<file path="config.mk">
export PLATFORM = sky130hd
export DESIGN_NAME = qseq_spi_top
export DESIGN_NICKNAME = d
export VERILOG_FILES = /design/src/rtl/qseq_pkg.sv /design/src/rtl/qseq_queue_ram.sv /design/src/rtl/qseq_shift.sv /design/src/rtl/qseq_seq.sv /design/src/rtl/qseq_spi_top.sv
export SDC_FILE = /design/constraint.sdc
export NUM_CORES = 1
export LEC_CHECK = 0
export BUFFER_PORTS_ARGS = -buffer_cell sky130_fd_sc_hd__buf_2
export CAP_MARGIN = 10
export CORE_MARGIN = 2
export CORE_UTILIZATION = 35
export CTS_BUF_LIST = sky130_fd_sc_hd__clkbuf_8
export DETAILED_ROUTE_END_ITERATION = 12
export GPL_ROUTABILITY_DRIVEN = 0
export HOLD_SLACK_MARGIN = 0.12
export PLACE_DENSITY = 0.58
export SLEW_MARGIN = 20
export SYNTH_ARGS = -nofsm -noshare
export SYNTH_HDL_FRONTEND = slang
export SYNTH_SLANG_ARGS = --single-unit
</file>
<file path="constraint.sdc">
create_clock -name clk -period 4.02 [get_ports clk]
set_clock_uncertainty 0.15 [all_clocks]
set_input_delay 0.804 -clock clk [delete_from_list [all_inputs] [get_ports clk]]
set_output_delay 0.804 -clock clk [all_outputs]
set_load 0.05 [all_outputs]
</file>
<file path="src/rtl/qseq_pkg.sv">
package qseq_pkg;
  localparam int QW = 16;

  typedef struct packed {
    logic [7:0] gap;
    logic [3:0] nbits_m1;
    logic [1:0] rsvd;
    logic [1:0] sel;
  } qcmd_t;

  typedef enum logic [2:0] {
    SQ_IDLE,
    SQ_FETCH,
    SQ_LOAD,
    SQ_XFER,
    SQ_GAP
  } sq_state_t;

  localparam logic [1:0] RG_TX  = 2'd0;
  localparam logic [1:0] RG_CMD = 2'd1;
  localparam logic [1:0] RG_RX  = 2'd2;
  localparam logic [1:0] RG_CTL = 2'd3;
endpackage

</file>
<file path="src/rtl/qseq_queue_ram.sv">
module qseq_queue_ram #(
  parameter int W     = 16,
  parameter int CW    = 16,
  parameter int DEPTH = 16,
  localparam int IW   = $clog2(DEPTH)
) (
  input  logic          clk,
  input  logic          cpu_we_tx,
  input  logic          cpu_we_cmd,
  input  logic [IW-1:0] cpu_idx,
  input  logic [W-1:0]  cpu_wdata,
  output logic [W-1:0]  cpu_tx_q,
  output logic [CW-1:0] cpu_cmd_q,
  output logic [W-1:0]  cpu_rx_q,
  input  logic [IW-1:0] eng_idx,
  output logic [W-1:0]  eng_tx_q,
  output logic [CW-1:0] eng_cmd_q,
  input  logic          eng_rx_we,
  input  logic [W-1:0]  eng_rx_d
);
  logic [W-1:0]  tx_mem  [DEPTH];
  logic [CW-1:0] cmd_mem [DEPTH];
  logic [W-1:0]  rx_mem  [DEPTH];

  // transmit words: written by software, read by both sides
  always_ff @(posedge clk) begin
    if (cpu_we_tx) tx_mem[cpu_idx] <= cpu_wdata;
    cpu_tx_q <= tx_mem[cpu_idx];
    eng_tx_q <= tx_mem[eng_idx];
  end

  // command words: same arrangement
  always_ff @(posedge clk) begin
    if (cpu_we_cmd) cmd_mem[cpu_idx] <= CW'(cpu_wdata);
    cpu_cmd_q <= cmd_mem[cpu_idx];
    eng_cmd_q <= cmd_mem[eng_idx];
  end

  // receive words: written by the engine, read by software
  always_ff @(posedge clk) begin
    if (eng_rx_we) rx_mem[eng_idx] <= eng_rx_d;
    cpu_rx_q <= rx_mem[cpu_idx];
  end
endmodule

</file>
<file path="src/rtl/qseq_shift.sv">
module qseq_shift #(
  parameter int W    = 16,
  parameter int NCS  = 4,
  parameter int DIVW = 8,
  localparam int LW  = $clog2(W),
  localparam int SW  = $clog2(NCS)
) (
  input  logic            clk,
  input  logic            rst,
  input  logic            start,
  input  logic [W-1:0]    tx,
  input  logic [LW-1:0]   nbits_m1,
  input  logic [SW-1:0]   sel,
  input  logic [DIVW-1:0] half,
  input  logic            miso,
  output logic            busy,
  output logic            done,
  output logic [W-1:0]    rx,
  output logic            sclk,
  output logic            mosi,
  output logic [NCS-1:0]  cs_n
);
  logic [DIVW-1:0] half_eff, reload, hc_q;
  logic [LW-1:0]   bit_q;
  logic [W-1:0]    sh_q, rx_q;
  logic            busy_q, done_q, ph_q, last_q, sclk_q, mosi_q;
  logic [NCS-1:0]  csn_q;

  assign half_eff = (half == '0) ? DIVW'(1) : half;
  assign reload   = half_eff - 1'b1;

  always_ff @(posedge clk) begin
    if (rst) begin
      busy_q <= 1'b0; done_q <= 1'b0; ph_q <= 1'b0; last_q <= 1'b0;
      hc_q <= '0; bit_q <= '0; sh_q <= '0; rx_q <= '0;
      sclk_q <= 1'b0; mosi_q <= 1'b0; csn_q <= '1;
    end else begin
      done_q <= 1'b0;
      if (!busy_q) begin
        if (start) begin
          busy_q <= 1'b1;
          last_q <= 1'b0;
          ph_q   <= 1'b0;
          hc_q   <= reload;
          bit_q  <= nbits_m1;
          sh_q   <= tx << (LW'(W - 1) - nbits_m1);
          mosi_q <= tx[nbits_m1];
          rx_q   <= '0;
          sclk_q <= 1'b0;
          csn_q  <= ~(NCS'(1) << sel);
        end
      end else if (hc_q != '0) begin
        hc_q <= hc_q - 1'b1;
      end else begin
        hc_q <= reload;
        if (ph_q) begin
          // falling edge: next bit goes out while the clock is low
          sclk_q <= 1'b0;
          ph_q   <= 1'b0;
          if (bit_q == '0) begin
            last_q <= 1'b1;
          end else begin
            bit_q  <= bit_q - 1'b1;
            sh_q   <= sh_q << 1;
            mosi_q <= sh_q[W-2];
          end
        end else if (last_q) begin
          // hold phase after the final falling edge is over
          busy_q <= 1'b0;
          done_q <= 1'b1;
          csn_q  <= '1;
          mosi_q <= 1'b0;
        end else begin
          // rising edge: capture the input bit
          sclk_q <= 1'b1;
          ph_q   <= 1'b1;
          rx_q   <= {rx_q[W-2:0], miso};
        end
      end
    end
  end

  assign busy = busy_q;
  assign done = done_q;
  assign rx   = rx_q;
  assign sclk = sclk_q;
  assign mosi = mosi_q;
  assign cs_n = csn_q;

  a_r2_one_select: assert property (@(posedge clk) disable iff (rst)
    $onehot0(~cs_n));
  a_r4_idle_clock_low: assert property (@(posedge clk) disable iff (rst)
    (&cs_n) |-> !sclk);
  a_r4_data_steady_high: assert property (@(posedge clk) disable iff (rst)
    (sclk && $past(sclk)) |-> $stable(mosi));
  a_r5_done_releases_select: assert property (@(posedge clk) disable iff (rst)
    done |-> (&cs_n));
endmodule

</file>
<file path="src/rtl/qseq_seq.sv">
module qseq_seq #(
  parameter int DEPTH = 16,
  parameter int GW    = 8,
  localparam int IW   = $clog2(DEPTH)
) (
  input  logic          clk,
  input  logic          rst,
  input  logic          run,
  input  logic          wrap,
  input  logic [IW-1:0] first_idx,
  input  logic [IW-1:0] last_idx,
  input  logic [GW-1:0] gap,
  input  logic          sh_busy,
  input  logic          sh_done,
  output logic [IW-1:0] idx,
  output logic          sh_start,
  output logic          rx_we,
  output logic          busy,
  output logic          pass_end
);
  import qseq_pkg::*;

  sq_state_t     state_q;
  logic [IW-1:0] idx_q;
  logic [GW-1:0] dly_q;
  logic          gap_over;

  assign gap_over = (state_q == SQ_GAP) && (dly_q == '0);
  assign pass_end = gap_over && run && !wrap && (idx_q == last_idx);

  always_ff @(posedge clk) begin
    if (rst) begin
      state_q <= SQ_IDLE;
      idx_q   <= '0;
      dly_q   <= '0;
    end else begin
      unique case (state_q)
        SQ_IDLE: if (run) begin
          idx_q   <= first_idx;
          state_q <= SQ_FETCH;
        end
        SQ_FETCH: state_q <= SQ_LOAD;
        SQ_LOAD: begin
          dly_q   <= gap;
          state_q <= SQ_XFER;
        end
        SQ_XFER: if (sh_done) state_q <= SQ_GAP;
        SQ_GAP: begin
          if (dly_q != '0) begin
            dly_q <= dly_q - 1'b1;
          end else if (!run) begin
            state_q <= SQ_IDLE;
          end else if (idx_q == last_idx) begin
            if (wrap) begin
              idx_q   <= first_idx;
              state_q <= SQ_FETCH;
            end else begin
              state_q <= SQ_IDLE;
            end
          end else begin
            idx_q   <= idx_q + 1'b1;
            state_q <= SQ_FETCH;
          end
        end
        default: state_q <= SQ_IDLE;
      endcase
    end
  end

  assign idx      = idx_q;
  assign sh_start = (state_q == SQ_LOAD);
  assign rx_we    = (state_q == SQ_XFER) && sh_done;
  assign busy     = (state_q != SQ_IDLE);

  a_r9_transfer_not_cut: assert property (@(posedge clk) disable iff (rst)
    (state_q == SQ_XFER && !sh_done) |-> sh_busy);
  a_r2_load_starts_engine: assert property (@(posedge clk) disable iff (rst)
    (state_q == SQ_LOAD) |=> sh_busy);
  a_r6_gap_is_quiet: assert property (@(posedge clk) disable iff (rst)
    (state_q == SQ_GAP) |-> !sh_busy);
endmodule

</file>
<file path="src/rtl/qseq_spi_top.sv">
module qseq_spi_top #(
  parameter int DEPTH = 16,
  parameter int NCS   = 4,
  parameter int DIVW  = 8,
  localparam int W    = qseq_pkg::QW,
  localparam int CW   = $bits(qseq_pkg::qcmd_t),
  localparam int IW   = $clog2(DEPTH),
  localparam int AW   = IW + 2
) (
  input  logic           clk,
  input  logic           rst,
  input  logic           cpu_we,
  input  logic [AW-1:0]  cpu_addr,
  input  logic [W-1:0]   cpu_wdata,
  output logic [W-1:0]   cpu_rdata,
  output logic           sclk,
  output logic           mosi,
  input  logic           miso,
  output logic [NCS-1:0] cs_n
);
  import qseq_pkg::*;

  logic [1:0]      region;
  logic [IW-1:0]   lo;
  logic            run_q, wrap_q, done_q;
  logic [IW-1:0]   first_q, last_q;
  logic [DIVW-1:0] div_q;
  logic [1:0]      region_q;
  logic [W-1:0]    ctl_rd_q, ctl_word;
  logic [W-1:0]    cpu_tx_q, cpu_rx_q, eng_tx_q, sh_rx;
  logic [CW-1:0]   cpu_cmd_q;
  qcmd_t           eng_cmd;
  logic [IW-1:0]   eng_idx;
  logic            sh_start, sh_busy, sh_done, rx_we, seq_busy, pass_end;
  logic            unused_rsvd;

  assign region      = cpu_addr[AW-1 -: 2];
  assign lo          = cpu_addr[IW-1:0];
  assign unused_rsvd = ^eng_cmd.rsvd;

  // control registers; a finished pass overrides a same-cycle write
  always_ff @(posedge clk) begin
    if (rst) begin
      run_q <= 1'b0; wrap_q <= 1'b0; done_q <= 1'b0;
      first_q <= '0; last_q <= '0; div_q <= '0;
    end else begin
      if (cpu_we && region == RG_CTL) begin
        if (lo == IW'(0)) begin
          run_q   <= cpu_wdata[0];
          wrap_q  <= cpu_wdata[1];
          first_q <= cpu_wdata[4 +: IW];
          last_q  <= cpu_wdata[8 +: IW];
          if (cpu_wdata[0]) done_q <= 1'b0;
        end else if (lo == IW'(1)) begin
          div_q <= cpu_wdata[DIVW-1:0];
        end
      end
      if (pass_end) begin
        run_q  <= 1'b0;
        done_q <= 1'b1;
      end
    end
  end

  always_comb begin
    ctl_word = '0;
    if (lo == IW'(0)) begin
      ctl_word[0]         = run_q;
      ctl_word[1]         = wrap_q;
      ctl_word[4 +: IW]   = first_q;
      ctl_word[8 +: IW]   = last_q;
    end else if (lo == IW'(1)) begin
      ctl_word[DIVW-1:0]  = div_q;
    end else if (lo == IW'(2)) begin
      ctl_word[0]         = done_q;
      ctl_word[1]         = seq_busy;
    end
  end

  always_ff @(posedge clk) begin
    if (rst) begin
      region_q <= RG_CTL;
      ctl_rd_q <= '0;
    end else begin
      region_q <= region;
      ctl_rd_q <= ctl_word;
    end
  end

  always_comb begin
    unique case (region_q)
      RG_TX:   cpu_rdata = cpu_tx_q;
      RG_CMD:  cpu_rdata = W'(cpu_cmd_q);
      RG_RX:   cpu_rdata = cpu_rx_q;
      default: cpu_rdata = ctl_rd_q;
    endcase
  end

  qseq_queue_ram #(.W(W), .CW(CW), .DEPTH(DEPTH)) queue_i (
    .clk        (clk),
    .cpu_we_tx  (cpu_we && region == RG_TX),
    .cpu_we_cmd (cpu_we && region == RG_CMD),
    .cpu_idx    (lo),
    .cpu_wdata  (cpu_wdata),
    .cpu_tx_q   (cpu_tx_q),
    .cpu_cmd_q  (cpu_cmd_q),
    .cpu_rx_q   (cpu_rx_q),
    .eng_idx    (eng_idx),
    .eng_tx_q   (eng_tx_q),
    .eng_cmd_q  (eng_cmd),
    .eng_rx_we  (rx_we),
    .eng_rx_d   (sh_rx)
  );

  qseq_seq #(.DEPTH(DEPTH), .GW($bits(eng_cmd.gap))) seq_i (
    .clk       (clk),
    .rst       (rst),
    .run       (run_q),
    .wrap      (wrap_q),
    .first_idx (first_q),
    .last_idx  (last_q),
    .gap       (eng_cmd.gap),
    .sh_busy   (sh_busy),
    .sh_done   (sh_done),
    .idx       (eng_idx),
    .sh_start  (sh_start),
    .rx_we     (rx_we),
    .busy      (seq_busy),
    .pass_end  (pass_end)
  );

  qseq_shift #(.W(W), .NCS(NCS), .DIVW(DIVW)) shift_i (
    .clk      (clk),
    .rst      (rst),
    .start    (sh_start),
    .tx       (eng_tx_q),
    .nbits_m1 (eng_cmd.nbits_m1),
    .sel      (eng_cmd.sel),
    .half     (div_q),
    .miso     (miso),
    .busy     (sh_busy),
    .done     (sh_done),
    .rx       (sh_rx),
    .sclk     (sclk),
    .mosi     (mosi),
    .cs_n     (cs_n)
  );

  a_r7_done_means_idle: assert property (@(posedge clk) disable iff (rst)
    done_q |-> !seq_busy);
  a_r7_pass_end_drops_run: assert property (@(posedge clk) disable iff (rst)
    pass_end |=> (!run_q && done_q));
  a_r8_loop_never_done: assert property (@(posedge clk) disable iff (rst)
    (wrap_q && run_q && seq_busy) |-> !pass_end);
endmodule

</file>
==> reports/results.ini <==
[critical_path]
cp.arrival_ps=2660
crit_fanout=6
endpoint_kind=output pin
cp-start-kind=flip-flop
worstPathRequired_ps=3070
crit_type=flip-flop to output pin

[clock_tree]
path_clk_slew_ps=60
post-cts-setup-buffer-count=0
clk_path_buf_depth=3
root_buffer=clkbuf_8
cts_buffers=153
clk_latency_ps=810
cts_tree=yes
clock-sinks=947
h-tree-depth=4

[grt]
grt_util_met1=0.243
antenna_found_initial=16
grt_pass1_vias=22105
globalRouteOverflowTotal=0
grt_max_degree=109
grtUsageMet2=0.312
grt_pass1_wl_mm=156
top_usage_layer=met2
grtUsageTotal=0.186
met3_usage=0.0344

[power]
internal-power_w=0.0159
power_switching_w=0.00519
seqPwrFrac=0.521
leakage_nw=14.4
switching_share=0.247
powerDensity_nw_per_um2=464
combPwrFrac=0.081
clkPwrFrac=0.398
peakVddDrop_mv=0.302

[sta]
slew_violations=0
hold_viol_final=0
slew_headroom=0.363
max_slew.worst_pin.slew_ps=956
rsz0062_at_grt=false
fin_crit_sh=0.898
setup_slack_ps=411
min_period_ps=3610
whs_ps=236
fmax_mhz=277
setup_violations=0

[floorplanning]
die_area_um2=116000
rows=123
core_um2=112000
start_util=0.353
die_h_um=341
die_w_um=341
ioPinCount=48

[hold_path]
min_path_type=input port to flip-flop

[yosys]
synth_xor_area_frac=0.00154
synthesis.nets=2100
synth_edf_count=768
ys_ff_latch=947
synthFlopType=edfxtp_1
async_flop_share=0
ys_types=62
synth_area_um2=39700
ys_seq_area_frac=0.671
synth_top_family_by_area=multiplexers
muxShareOfSynthArea=0.242
synth-compound-area-share=0.0278
ys_warn_count=0
postSynthCellCount=2064
synth_fa_ha_area_frac=0.00315
synth-simple-area-share=0.0391
avgSynthCellArea_um2=19.2

[drt]
drt.antenna.violating_nets=0
drt_iter0_drc=2280
finalWirelength_mm=107
wire_per_inst_um=27.9
firstDrtPassIters=5
drc=0
num_vias=21477
viasPerCell=5.59

[placed_design]
pre_cts_ws_ps=841
hpwl_mm=63.7
port_buffers=47

[layout]
drive_gt1_frac=0.359
nets=2247
areaGrowthSynthToFinish_pct=14.2

[job]
max_cap_viol_count=0

[outcome]
status=complete, no violations

final cells by class:
type	count	area (µm²)
inverter	18	67.6
clock inverter	108	699
fill	9965	67200
sequential	947	26700
antenna	2	5.00
multi-input combinational	957	12600
timing repair buffer	134	1030
tap	1500	1880
clock buffer	175	2410
power by group through the flow:
| stage | clock (W) | combinational (W) | sequential, W |
|---|---|---|---|
| finish | 0.00838 | 0.00170 | 0.0110 |
| global route | 0.00898 | 0.00183 | 0.0110 |
| CTS | 0.00857 | 0.00170 | 0.0110 |
| detailed placement | 0 | 0.00170 | 0.0112 |
| global placement | 0 | 0.00166 | 0.0112 |
| floorplan | 0 | 0.00118 | 0.0111 |
worst paths after layout:
check                                        to       startpoint  cells past startpoint  slack, ps
worst max-delay path               cpu_rdata[3]      region_q[0]                      3        410
worst min-delay path                region_q[0]      cpu_addr[4]                      2        240
worst max register to register  shift_i.sh_q[8]  shift_i.hc_q[0]                      7        890
worst min register to register  shift_i.sh_q[9]  shift_i.sh_q[9]                      2        310
layer usage:
layer / vias up / wire [µm]
met5: - / 23
met4: 4 / 2990
met3: 176 / 6430
met2: 781 / 53900
met1: 11576 / 43900
li1: 8940 / -
sequential cells by signal (all words and copies together), names as in the netlist, 16 cells and up:
| signal | cells |
|---|---|
| queue_i.cpu_tx_q | 16 |
| queue_i.rx_mem | 256 |
| queue_i.eng_tx_q | 16 |
| queue_i.cpu_cmd_q | 16 |
| queue_i.tx_mem | 256 |
| queue_i.cpu_rx_q | 16 |
| queue_i.cmd_mem | 256 |
| shift_i.rx | 16 |
kinds of logic (layout without fill, tap and decap cells):
| family | count (synthesis) | in the layout |
|---|---|---|
| AO/OA/AOI/OAI | 179 | 179 |
| XOR/XNOR | 7 | 7 |
| adder cells (fa/ha/maj) | 10 | 10 |
| buffers and inverters | 160 | 435 |
| flip-flops | 947 | 947 |
| multiplexers | 441 | 441 |
| other | 0 | 2 |
| AND/OR/NAND/NOR | 320 | 320 |
Yosys cell counts (5+ instances only):
library cell,number,area share
buf_2,7,0.00088
nor2_1,91,0.0086
nand2b_1,11,0.0017
o22ai_1,6,0.00095
buf_1,33,0.0031
a211oi_1,13,0.0025
ha_1,10,0.0032
or3_1,5,0.00079
dfxtp_1,179,0.090
nor2b_1,7,0.0011
a22o_1,5,0.0011
clkbuf_1,101,0.0095
mux4_2,415,0.24
a221oi_1,7,0.0015
nor4_1,14,0.0022
nand3_1,34,0.0043
mux2_2,5,0.0014
and2_1,9,0.0014
a22oi_1,5,0.00095
or2_2,6,0.00095
nor3b_1,10,0.0019
xor2_1,6,0.0013
nand3b_1,7,0.0013
edfxtp_1,768,0.58
nand2_1,95,0.0090
o21ai_0,44,0.0055
a31oi_1,5,0.00079
inv_1,18,0.0017
nor3_1,11,0.0014
mux2i_1,21,0.0053
a21oi_1,62,0.0078
worst max-delay path: stages, from the launching register on:
cell and delay, ps:
dfxtp_1 610, buf_4 320, mux4_2 640, buf_2 260
stage by stage:
| stage | util | power (W) | instance area (µm²) | cells | setup TNS, ps |
|---|---|---|---|---|---|
| finish | 0.403 | 0.0210 | 45300 | 3841 | 0 |
| global route | 0.403 | 0.0218 | 45300 | 3840 | 0 |
| CTS | 0.403 | 0.0212 | 45300 | 3839 | 0 |
| detailed placement | 0.375 | 0.0129 | 42200 | 3554 | 0 |
| global placement | 0.375 | 0.0128 | 42200 | 3554 | 0 |
| floorplan | - | 0.0122 | 39700 | 2064 | -6530 |
cell usage in the layout, fill, tap and decap left out, drive strengths merged, types with 6 or more instances in the layout:
cell and count:
inv 65, nor4 15, and2 9, o22ai 6, ha 10, nand2b 11
nand2 95, nor2 91, nor3b 11, nand3 34, a211oi 13, xor2 6
nor2b 7, clkbuf 176, mux4 415, o21ai 46, or2 6, mux2i 21
a21oi 62, nor3 11, edfxtp 768, buf 131, nand3b 7, bufinv 7
clkinv 48, dfxtp 179, a221oi 7, clkinvlp 6
what timing repair did:
action | CTS | global route
hold buffers | 2 | 0
hold endpoints to repair | 2 | 0
endpoints found under the setup margin | 0 | 0
resized for setup | 0 | 0
Note: power is estimated with default switching activity, not from simulation.
